## src/rtl/rtc_pkg.sv

```systemverilog
package rtc_pkg;
   localparam int BYTE_W     = 8;
   localparam int TIME_BYTES = 7;
   localparam int N_ALARM    = 3;

   // control and status positions in the array
   localparam int IDX_CTL_A  = 10;
   localparam int IDX_CTL_B  = 11;
   localparam int IDX_STAT_C = 12;
   localparam int IDX_STAT_D = 13;

   localparam logic [7:0] CTL_A_RST  = 8'h26;
   localparam logic [7:0] CTL_B_RST  = 8'h02;
   localparam logic [7:0] STAT_D_VAL = 8'h80;

   localparam logic [7:0] FLAG_ALARM = 8'hA0;
   localparam logic [7:0] FLAG_UPEND = 8'h90;

   // array index of calendar byte k (sec, min, hour, wday, mday, month, year)
   function automatic int time_slot_idx(input int k);
      return (k < 3) ? 2 * k : k + 3;
   endfunction

   // array index of alarm byte a (sec, min, hour)
   function automatic int alarm_slot_idx(input int a);
      return 2 * a + 1;
   endfunction
endpackage

```

## src/rtl/rtc_hostif.sv

```systemverilog
module rtc_hostif #(
   parameter int IDX_W = 7
) (
   input  logic             clk,
   input  logic             rst_n,
   input  logic             bus_en,
   input  logic             bus_wr,
   input  logic             bus_addr,
   input  logic [IDX_W-1:0] idx_data,
   output logic [IDX_W-1:0] idx_o,
   output logic             data_wr_o,
   output logic             data_rd_o
);
   logic [IDX_W-1:0] idx_q;

   always_ff @(posedge clk) begin
      if (!rst_n) idx_q <= '0;
      else if (bus_en && bus_wr && !bus_addr) idx_q <= idx_data;
   end

   assign idx_o     = idx_q;
   assign data_wr_o = bus_en &  bus_wr & bus_addr;
   assign data_rd_o = bus_en & ~bus_wr & bus_addr;


   idx_load_chk: assert property (@(posedge clk) disable iff (!rst_n)
      (bus_en && bus_wr && !bus_addr) |=> (idx_q == $past(idx_data)));
endmodule

```

## src/rtl/rtc_upd_seq.sv

```systemverilog
module rtc_upd_seq #(
   parameter int UIP_CYCLES = 8
) (
   input  logic clk,
   input  logic rst_n,
   input  logic sec_pulse,
   input  logic div_ok,
   input  logic set_mode,
   input  logic abort,
   output logic step_o,
   output logic busy_o,
   output logic end_o
);
   localparam int CW = $clog2(UIP_CYCLES + 1);
   localparam logic [CW-1:0] CNT_LOAD = CW'(UIP_CYCLES - 1);

   logic          busy_q;
   logic [CW-1:0] cnt_q;
   logic          start, end_raw;

   assign step_o  = sec_pulse & div_ok;
   assign start   = step_o & ~set_mode & ~busy_q & ~abort;
   assign end_raw = busy_q & (cnt_q == '0);
   assign end_o   = end_raw & ~abort;
   assign busy_o  = busy_q;

   always_ff @(posedge clk) begin
      if (!rst_n) begin
         busy_q <= 1'b0;
         cnt_q  <= '0;
      end else if (abort) begin
         busy_q <= 1'b0;
      end else if (start) begin
         busy_q <= 1'b1;
         cnt_q  <= CNT_LOAD;
      end else if (end_raw) begin
         busy_q <= 1'b0;
      end else if (busy_q) begin
         cnt_q  <= cnt_q - 1'b1;
      end
   end


   cancel_drop_chk: assert property (@(posedge clk) disable iff (!rst_n)
      abort |=> !busy_q);

   start_gated_chk: assert property (@(posedge clk) disable iff (!rst_n)
      $rose(busy_q) |-> $past(div_ok));

   end_clears_chk: assert property (@(posedge clk) disable iff (!rst_n)
      end_o |=> !busy_q);
endmodule

```

## src/rtl/rtc_irq_ctl.sv

```systemverilog
module rtc_irq_ctl
   import rtc_pkg::*;
#(
   parameter int N_ALM = N_ALARM
) (
   input  logic                    clk,
   input  logic                    rst_n,
   input  logic                    upd_end,
   input  logic                    alarm_en,
   input  logic                    upend_en,
   input  logic                    rd_clr,
   input  logic [BYTE_W*N_ALM-1:0] alm_bytes,
   input  logic [BYTE_W*N_ALM-1:0] now_bytes,
   output logic [BYTE_W-1:0]       flags_o,
   output logic                    irq_o
);
   logic [N_ALM-1:0]  hit;
   logic              alarm_fire;
   logic [BYTE_W-1:0] new_bits, flags_q;
   logic              irq_q;

   for (genvar g = 0; g < N_ALM; g++) begin : g_cmp
      assign hit[g] = (alm_bytes[BYTE_W*g+6 +: 2] == 2'b11) ||
                      (alm_bytes[BYTE_W*g +: BYTE_W] == now_bytes[BYTE_W*g +: BYTE_W]);
   end

   assign alarm_fire = upd_end & alarm_en & (&hit);
   assign new_bits   = (alarm_fire ? FLAG_ALARM : '0) |
                       ((upd_end & upend_en) ? FLAG_UPEND : '0);

   always_ff @(posedge clk) begin
      if (!rst_n) begin
         flags_q <= '0;
         irq_q   <= 1'b0;
      end else begin
         flags_q <= (rd_clr ? '0 : flags_q) | new_bits;
         irq_q   <= (rd_clr ? 1'b0 : irq_q) | (|new_bits);
      end
   end

   assign flags_o = flags_q;
   assign irq_o   = irq_q;


   rd_clear_chk: assert property (@(posedge clk) disable iff (!rst_n)
      (rd_clr && !upd_end) |=> (flags_q == '0 && !irq_q));

   alarm_raise_chk: assert property (@(posedge clk) disable iff (!rst_n)
      (upd_end && alarm_en && (&hit)) |=> (irq_q && flags_q[7] && flags_q[5]));

   upend_raise_chk: assert property (@(posedge clk) disable iff (!rst_n)
      (upd_end && upend_en) |=> (irq_q && flags_q[7] && flags_q[4]));
endmodule

```

## src/rtl/rtc_regport.sv

```systemverilog
module rtc_regport
   import rtc_pkg::*;
#(
   parameter int ARR_DEPTH  = 128,
   parameter int UIP_CYCLES = 8
) (
   input  logic                         clk,
   input  logic                         rst_n,
   input  logic                         bus_en,
   input  logic                         bus_wr,
   input  logic                         bus_addr,
   input  logic [BYTE_W-1:0]            bus_wdata,
   output logic [BYTE_W-1:0]            bus_rdata,
   input  logic                         sec_pulse,
   input  logic [BYTE_W*TIME_BYTES-1:0] cal_time,
   output logic                         cal_step,
   output logic                         cal_load,
   output logic [BYTE_W*TIME_BYTES-1:0] load_time,
   output logic                         irq
);
   localparam int IDX_W = $clog2(ARR_DEPTH);

   if (ARR_DEPTH < 16 || (1 << IDX_W) != ARR_DEPTH) begin : g_bad_depth
      $error("ARR_DEPTH must be a power of two of at least 16");
   end
   if (IDX_W > BYTE_W) begin : g_bad_width
      $error("pointer must fit in one data byte");
   end
   if (UIP_CYCLES < 1) begin : g_bad_win
      $error("UIP_CYCLES must be at least 1");
   end

   logic [IDX_W-1:0]  idx;
   logic              wr_stb, rd_stb;
   logic              sel_a, sel_b, sel_c, sel_d, sel_ctl;
   logic              wr_a, wr_b, rd_c;
   logic              set_enter, set_leave;
   logic              busy, upd_end, div_ok;
   logic [6:0]        a_low;
   logic [BYTE_W-1:0] b_reg, c_flags, rd_mux;
   logic [BYTE_W-1:0] mem [ARR_DEPTH];
   logic [BYTE_W*N_ALARM-1:0] alm_bus;

   rtc_hostif #(.IDX_W(IDX_W)) u_host (
      .clk       (clk),
      .rst_n     (rst_n),
      .bus_en    (bus_en),
      .bus_wr    (bus_wr),
      .bus_addr  (bus_addr),
      .idx_data  (bus_wdata[IDX_W-1:0]),
      .idx_o     (idx),
      .data_wr_o (wr_stb),
      .data_rd_o (rd_stb)
   );

   assign sel_a   = (int'(idx) == IDX_CTL_A);
   assign sel_b   = (int'(idx) == IDX_CTL_B);
   assign sel_c   = (int'(idx) == IDX_STAT_C);
   assign sel_d   = (int'(idx) == IDX_STAT_D);
   assign sel_ctl = sel_a | sel_b | sel_c | sel_d;

   assign wr_a      = wr_stb & sel_a;
   assign wr_b      = wr_stb & sel_b;
   assign rd_c      = rd_stb & sel_c;
   assign set_enter = wr_b & bus_wdata[7];
   assign set_leave = wr_b & ~bus_wdata[7] & b_reg[7];
   assign div_ok    = (a_low[6:4] == 3'b010);

   rtc_upd_seq #(.UIP_CYCLES(UIP_CYCLES)) u_seq (
      .clk       (clk),
      .rst_n     (rst_n),
      .sec_pulse (sec_pulse),
      .div_ok    (div_ok),
      .set_mode  (b_reg[7]),
      .abort     (set_enter),
      .step_o    (cal_step),
      .busy_o    (busy),
      .end_o     (upd_end)
   );

   // control registers
   always_ff @(posedge clk) begin
      if (!rst_n) begin
         a_low <= CTL_A_RST[6:0];
         b_reg <= CTL_B_RST;
      end else begin
         if (wr_a) a_low <= bus_wdata[6:0];
         if (wr_b) b_reg <= bus_wdata;
      end
   end

   // byte array: host writes first, end-of-update refresh overrides
   always_ff @(posedge clk) begin
      if (!rst_n) begin
         for (int i = 0; i < ARR_DEPTH; i++) mem[i] <= '0;
      end else begin
         if (wr_stb && !sel_ctl) mem[idx] <= bus_wdata;
         if (upd_end) begin
            for (int k = 0; k < TIME_BYTES; k++)
               mem[time_slot_idx(k)] <= cal_time[BYTE_W*k +: BYTE_W];
         end
      end
   end

   for (genvar k = 0; k < TIME_BYTES; k++) begin : g_load
      assign load_time[BYTE_W*k +: BYTE_W] = mem[time_slot_idx(k)];
   end
   assign cal_load = set_leave;

   for (genvar a = 0; a < N_ALARM; a++) begin : g_alm
      assign alm_bus[BYTE_W*a +: BYTE_W] = mem[alarm_slot_idx(a)];
   end

   rtc_irq_ctl #(.N_ALM(N_ALARM)) u_irq (
      .clk       (clk),
      .rst_n     (rst_n),
      .upd_end   (upd_end),
      .alarm_en  (b_reg[5]),
      .upend_en  (b_reg[4]),
      .rd_clr    (rd_c),
      .alm_bytes (alm_bus),
      .now_bytes (cal_time[BYTE_W*N_ALARM-1:0]),
      .flags_o   (c_flags),
      .irq_o     (irq)
   );

   always_comb begin
      if (sel_a)      rd_mux = {busy, a_low};
      else if (sel_b) rd_mux = b_reg;
      else if (sel_c) rd_mux = c_flags;
      else if (sel_d) rd_mux = STAT_D_VAL;
      else            rd_mux = mem[idx];
   end

   always_ff @(posedge clk) begin
      if (!rst_n)                           bus_rdata <= '0;
      else if (rd_stb)                      bus_rdata <= rd_mux;
      else if (bus_en && !bus_wr && !bus_addr) bus_rdata <= 8'hFF;
   end


   uip_keep_chk: assert property (@(posedge clk) disable iff (!rst_n)
      (wr_a && busy && !upd_end && !set_enter) |=> busy);

   stat_nowrite_chk: assert property (@(posedge clk) disable iff (!rst_n)
      (wr_stb && sel_c && !upd_end) |=> (c_flags == $past(c_flags)));

   load_freeze_chk: assert property (@(posedge clk) disable iff (!rst_n)
      cal_load |-> (b_reg[7] && !busy));
endmodule

```

## config.mk

```make
export PLATFORM = sky130hd
export DESIGN_NAME = rtc_regport
export DESIGN_NICKNAME = d
export VERILOG_FILES = /design/src/rtl/rtc_pkg.sv /design/src/rtl/rtc_hostif.sv /design/src/rtl/rtc_upd_seq.sv /design/src/rtl/rtc_irq_ctl.sv /design/src/rtl/rtc_regport.sv
export SDC_FILE = /design/constraint.sdc
export NUM_CORES = 2
export LEC_CHECK = 0
export BUFFER_PORTS_ARGS = -buffer_cell sky130_fd_sc_hd__buf_2
export CAP_MARGIN = 20
export CORE_MARGIN = 2
export CORE_UTILIZATION = 50
export DETAILED_ROUTE_END_ITERATION = 12
export PLACE_DENSITY = 0.62
export SETUP_SLACK_MARGIN = 0.3
export SYNTH_ARGS = -nofsm -noshare
export SYNTH_HDL_FRONTEND = slang
export SYNTH_HIERARCHICAL = 1
export SYNTH_SLANG_ARGS = --single-unit
```

## constraint.sdc

```tcl
create_clock -name clk -period 7.85 [get_ports clk]
set_clock_uncertainty 0.2 [all_clocks]
set_input_delay 1.57 -clock clk [delete_from_list [all_inputs] [get_ports clk]]
set_output_delay 1.57 -clock clk [all_outputs]
set_load 0.02 [all_outputs]
```

==> impl_metrics.json <==
{
  "outcome": "complete, no violations",
  "grtUsageTotal": 0.325,
  "ys_types": 93,
  "rrSetupSlack_ps": 2310,
  "worstPathRequired_ps": 7950,
  "antenna_found_initial": 5,
  "crit_fanout": 24,
  "worst_pin_slew_ps": 1240,
  "synth_top_area_frac": 0.614,
  "via_count": 34500,
  "drt_first_pass_iters": 6,
  "rr_startpoint": "u_host/idx_o[3]$_SDFFE_PN0P_",
  "grt_setup_unrepaired": "false",
  "synth_top_family_by_area": "simple AND/OR/NAND/NOR gates",
  "p_per_area_mw_per_mm2": 232,
  "holdPathStages": 2,
  "relSlewSlack": 0.177,
  "clock-root-buffer": "clkbuf_16",
  "gp_congestion": 0.960,
  "synth.area.top_cells": "edfxtp_1 (61%), and2_1 (9.9%), mux4_2 (3.4%)",
  "async_flop_share": 0,
  "dp_hpwl_um": 106000,
  "regToRegEndpoint": "mem[40][5]$_SDFFCE_PN0P_",
  "p_leak_uw": 0.0201,
  "grt_pass1_vias": 32900,
  "crit_path_max_incr_delay_ps": 1140,
  "yosys_warnings": 6,
  "synth_compound_area_frac": 0.0941,
  "ctsResizeCount": 0,
  "drtIter0Drc": 4935,
  "synthToLayoutAreaGrowth_pct": 12.0,
  "drive_gt1_frac": 0.173,
  "grt_pass1_wl_um": 239000,
  "yosysTopAreaCell": "edfxtp_1",
  "hold_start": "u_irq/flags_o[5]$_SDFF_PN0_",
  "h-tree-depth": 3,
  "cp_cell_sequence": "buf_2 -> and3_2 -> nand3_1 -> nor2_1 -> nand2b_1 -> nor2_1 -> a31oi_4 -> nand3_1 -> o21ai_0",
  "fp-row-count": 115,
  "end_kind": "flip-flop",
  "synth-edff-count": 1023,
  "fin_nets": 4016,
  "yosys.area_share.adder": 0.000501,
  "core_area_mm2": 0.0987,
  "cap_violations": 0,
  "synthMuxAreaShare": 0.0757,
  "crit_arrival_ps": 5800,
  "fin_tns_setup_ps": 0,
  "synth_xor_xnor_area_share": 0.00420,
  "hold_buffers": 0,
  "cts_sinks": 1062,
  "grt_max_degree": 101,
  "final_max_slew_viol_count": 0,
  "ir_drop_v": 0.000173,
  "dp.cells": 5073,
  "placed_area_mm2": 0.0519,
  "r2r.worst_path.cells": 11,
  "floorplan.initialDensity": 0.507,
  "pin_count": 137,
  "cts_tree": "yes",
  "cts_buffers": 111,
  "design_area_mm2": 0.0560,
  "antenna_left": 0,
  "viasPerCell": 6.48,
  "routed_wl_um": 169000,
  "setup_viol": 0,
  "slowest_stage": "o21ai_0",
  "holdPathEnd": "u_irq/flags_o[5]$_SDFF_PN0_",
  "netlist_area_mm2": 0.0500,
  "finalHoldViolations": 0,
  "synth_seq_cells": 1062,
  "period_share": 0.726,
  "grt_remaining_overflow": 0,
  "largest_reg_flops": 1023,
  "postCtsSetupBuffers": 0,
  "avgSynthCellArea_um2": 13.0,
  "hold_class": "flip-flop to flip-flop",
  "fmax_ghz": 0.176,
  "min_period_ps": 5700,
  "dieArea_mm2": 0.103,
  "yosysSeqAreaShare": 0.630,
  "path_class": "input pin to flip-flop",
  "fp.dieH_um": 320,
  "stdcell_count": 5330,
  "path_clk_slew_ps": 60,
  "drc_errors": 0,
  "netlist_instances": 3832,
  "start_kind": "input pin",
  "portBuffers": 136,
  "wl_per_cell_um": 31.6,
  "ys.flop_type": "edfxtp_1",
  "synthSimpleGateAreaFrac": 0.160,
  "cts_buffer_depth": 3,
  "insertion_delay_ps": 700,
  "fp.dieW_um": 320
}
-- worst max path at each step --
stage / startpoint / to / depth (start not counted)
2_1_floorplan: bus_addr / mem[112][0]$_SDFFCE_PN0P_ / 13
3_5_place_dp: bus_addr / mem[44][0]$_SDFFCE_PN0P_ / 9
3_3_place_gp: bus_addr / mem[42][0]$_SDFFCE_PN0P_ / 9
5_1_grt: bus_addr / mem[40][3]$_SDFFCE_PN0P_ / 9
6_report: bus_addr / mem[40][5]$_SDFFCE_PN0P_ / 9
4_1_cts: bus_addr / mem[44][1]$_SDFFCE_PN0P_ / 9
-- worst max-delay path: cells and delay by family --
kind	cells	cell delay [ps]
AO/OA/AOI/OAI	2	1800
buffers and inverters	1	100
AND/OR/NAND/NOR	6	2290
-- Yosys cell counts, types with 67 or more instances --
cell / instances
mux4_2: 76
a21oi_1: 67
buf_2: 84
mux2_2: 74
and2_1: 795
nand2_1: 176
clkbuf_1: 209
nor3_1: 130
mux2i_1: 118
nor2_1: 163
edfxtp_1: 1023
o21ai_0: 224
a221oi_1: 126
-- cells by family (layout without fill, tap and decap cells) --
kind of cell             Yosys count  after routing
adder cells (fa/ha/maj)            2              2
AND/OR/NAND/NOR                 1430           1430
other                              2             37
buffers and inverters            368            544
XOR/XNOR                          24             24
flip-flops                      1062           1062
multiplexers                     272            272
AO/OA/AOI/OAI                    672            672
-- through the flow --
stage / util / hold WS (ps) / setup WS (ps) / power, uW
after global placement: 0.526 / 267 / 1650 / 7510
after CTS: 0.565 / 283 / 2280 / 13000
after detailed placement: 0.526 / 271 / 1550 / 7520
after global routing: 0.567 / 300 / 1840 / 13300
after floorplan: - / 231 / 3020 / 7080
final: 0.567 / 283 / 2150 / 13000
-- cell usage in the layout, fill, tap and decap left out, drive strengths merged, types with 5 or more instances in the layout --
master / instances
a2111oi: 9
a211oi: 5
a21oi: 67
a221o: 27
a221oi: 128
a222oi: 5
a22o: 28
a22oi: 60
a31oi: 14
and2: 795
and3: 41
buf: 302
bufinv: 19
clkbuf: 156
clkinv: 48
conb: 36
dfxtp: 39
edfxtp: 1023
inv: 16
mux2: 78
mux2i: 118
mux4: 76
nand2: 177
nand2b: 9
nand3: 43
nand4: 9
nor2: 174
nor2b: 14
nor3: 132
nor3b: 5
nor4: 9
o2111ai: 12
o211ai: 12
o21ai: 227
o221ai: 12
o22ai: 22
xor2: 24
-- layout make-up --
cell class | instances | area, um^2
Inverter | 12 | 47.5
Sequential cell | 1062 | 31500
Multi-Input combinational cell | 2436 | 16900
Tap cell | 1287 | 1610
Clock buffer | 137 | 2990
Antenna cell | 1 | 2.50
Fill cell | 8027 | 42700
Clock inverter | 74 | 832
Timing Repair Buffer | 321 | 2060
-- layer usage --
layer / up-vias / part of all wire / GRT usage
met5: - / 0.00021 / 0
met4: 6 / 0.045 / 0.137
met3: 425 / 0.12 / 0.0725
met2: 2363 / 0.45 / 0.499
met1: 17200 / 0.39 / 0.449
li1: 14500 / - / -
-- power breakdown --
group	leakage [uW]	switching, uW	internal [uW]
Sequential	0.0109	104	6410
Clock	0.00187	2270	3310
Combinational	0.00735	663	258
No activity file was read; power rests on OpenSTA's default activity.
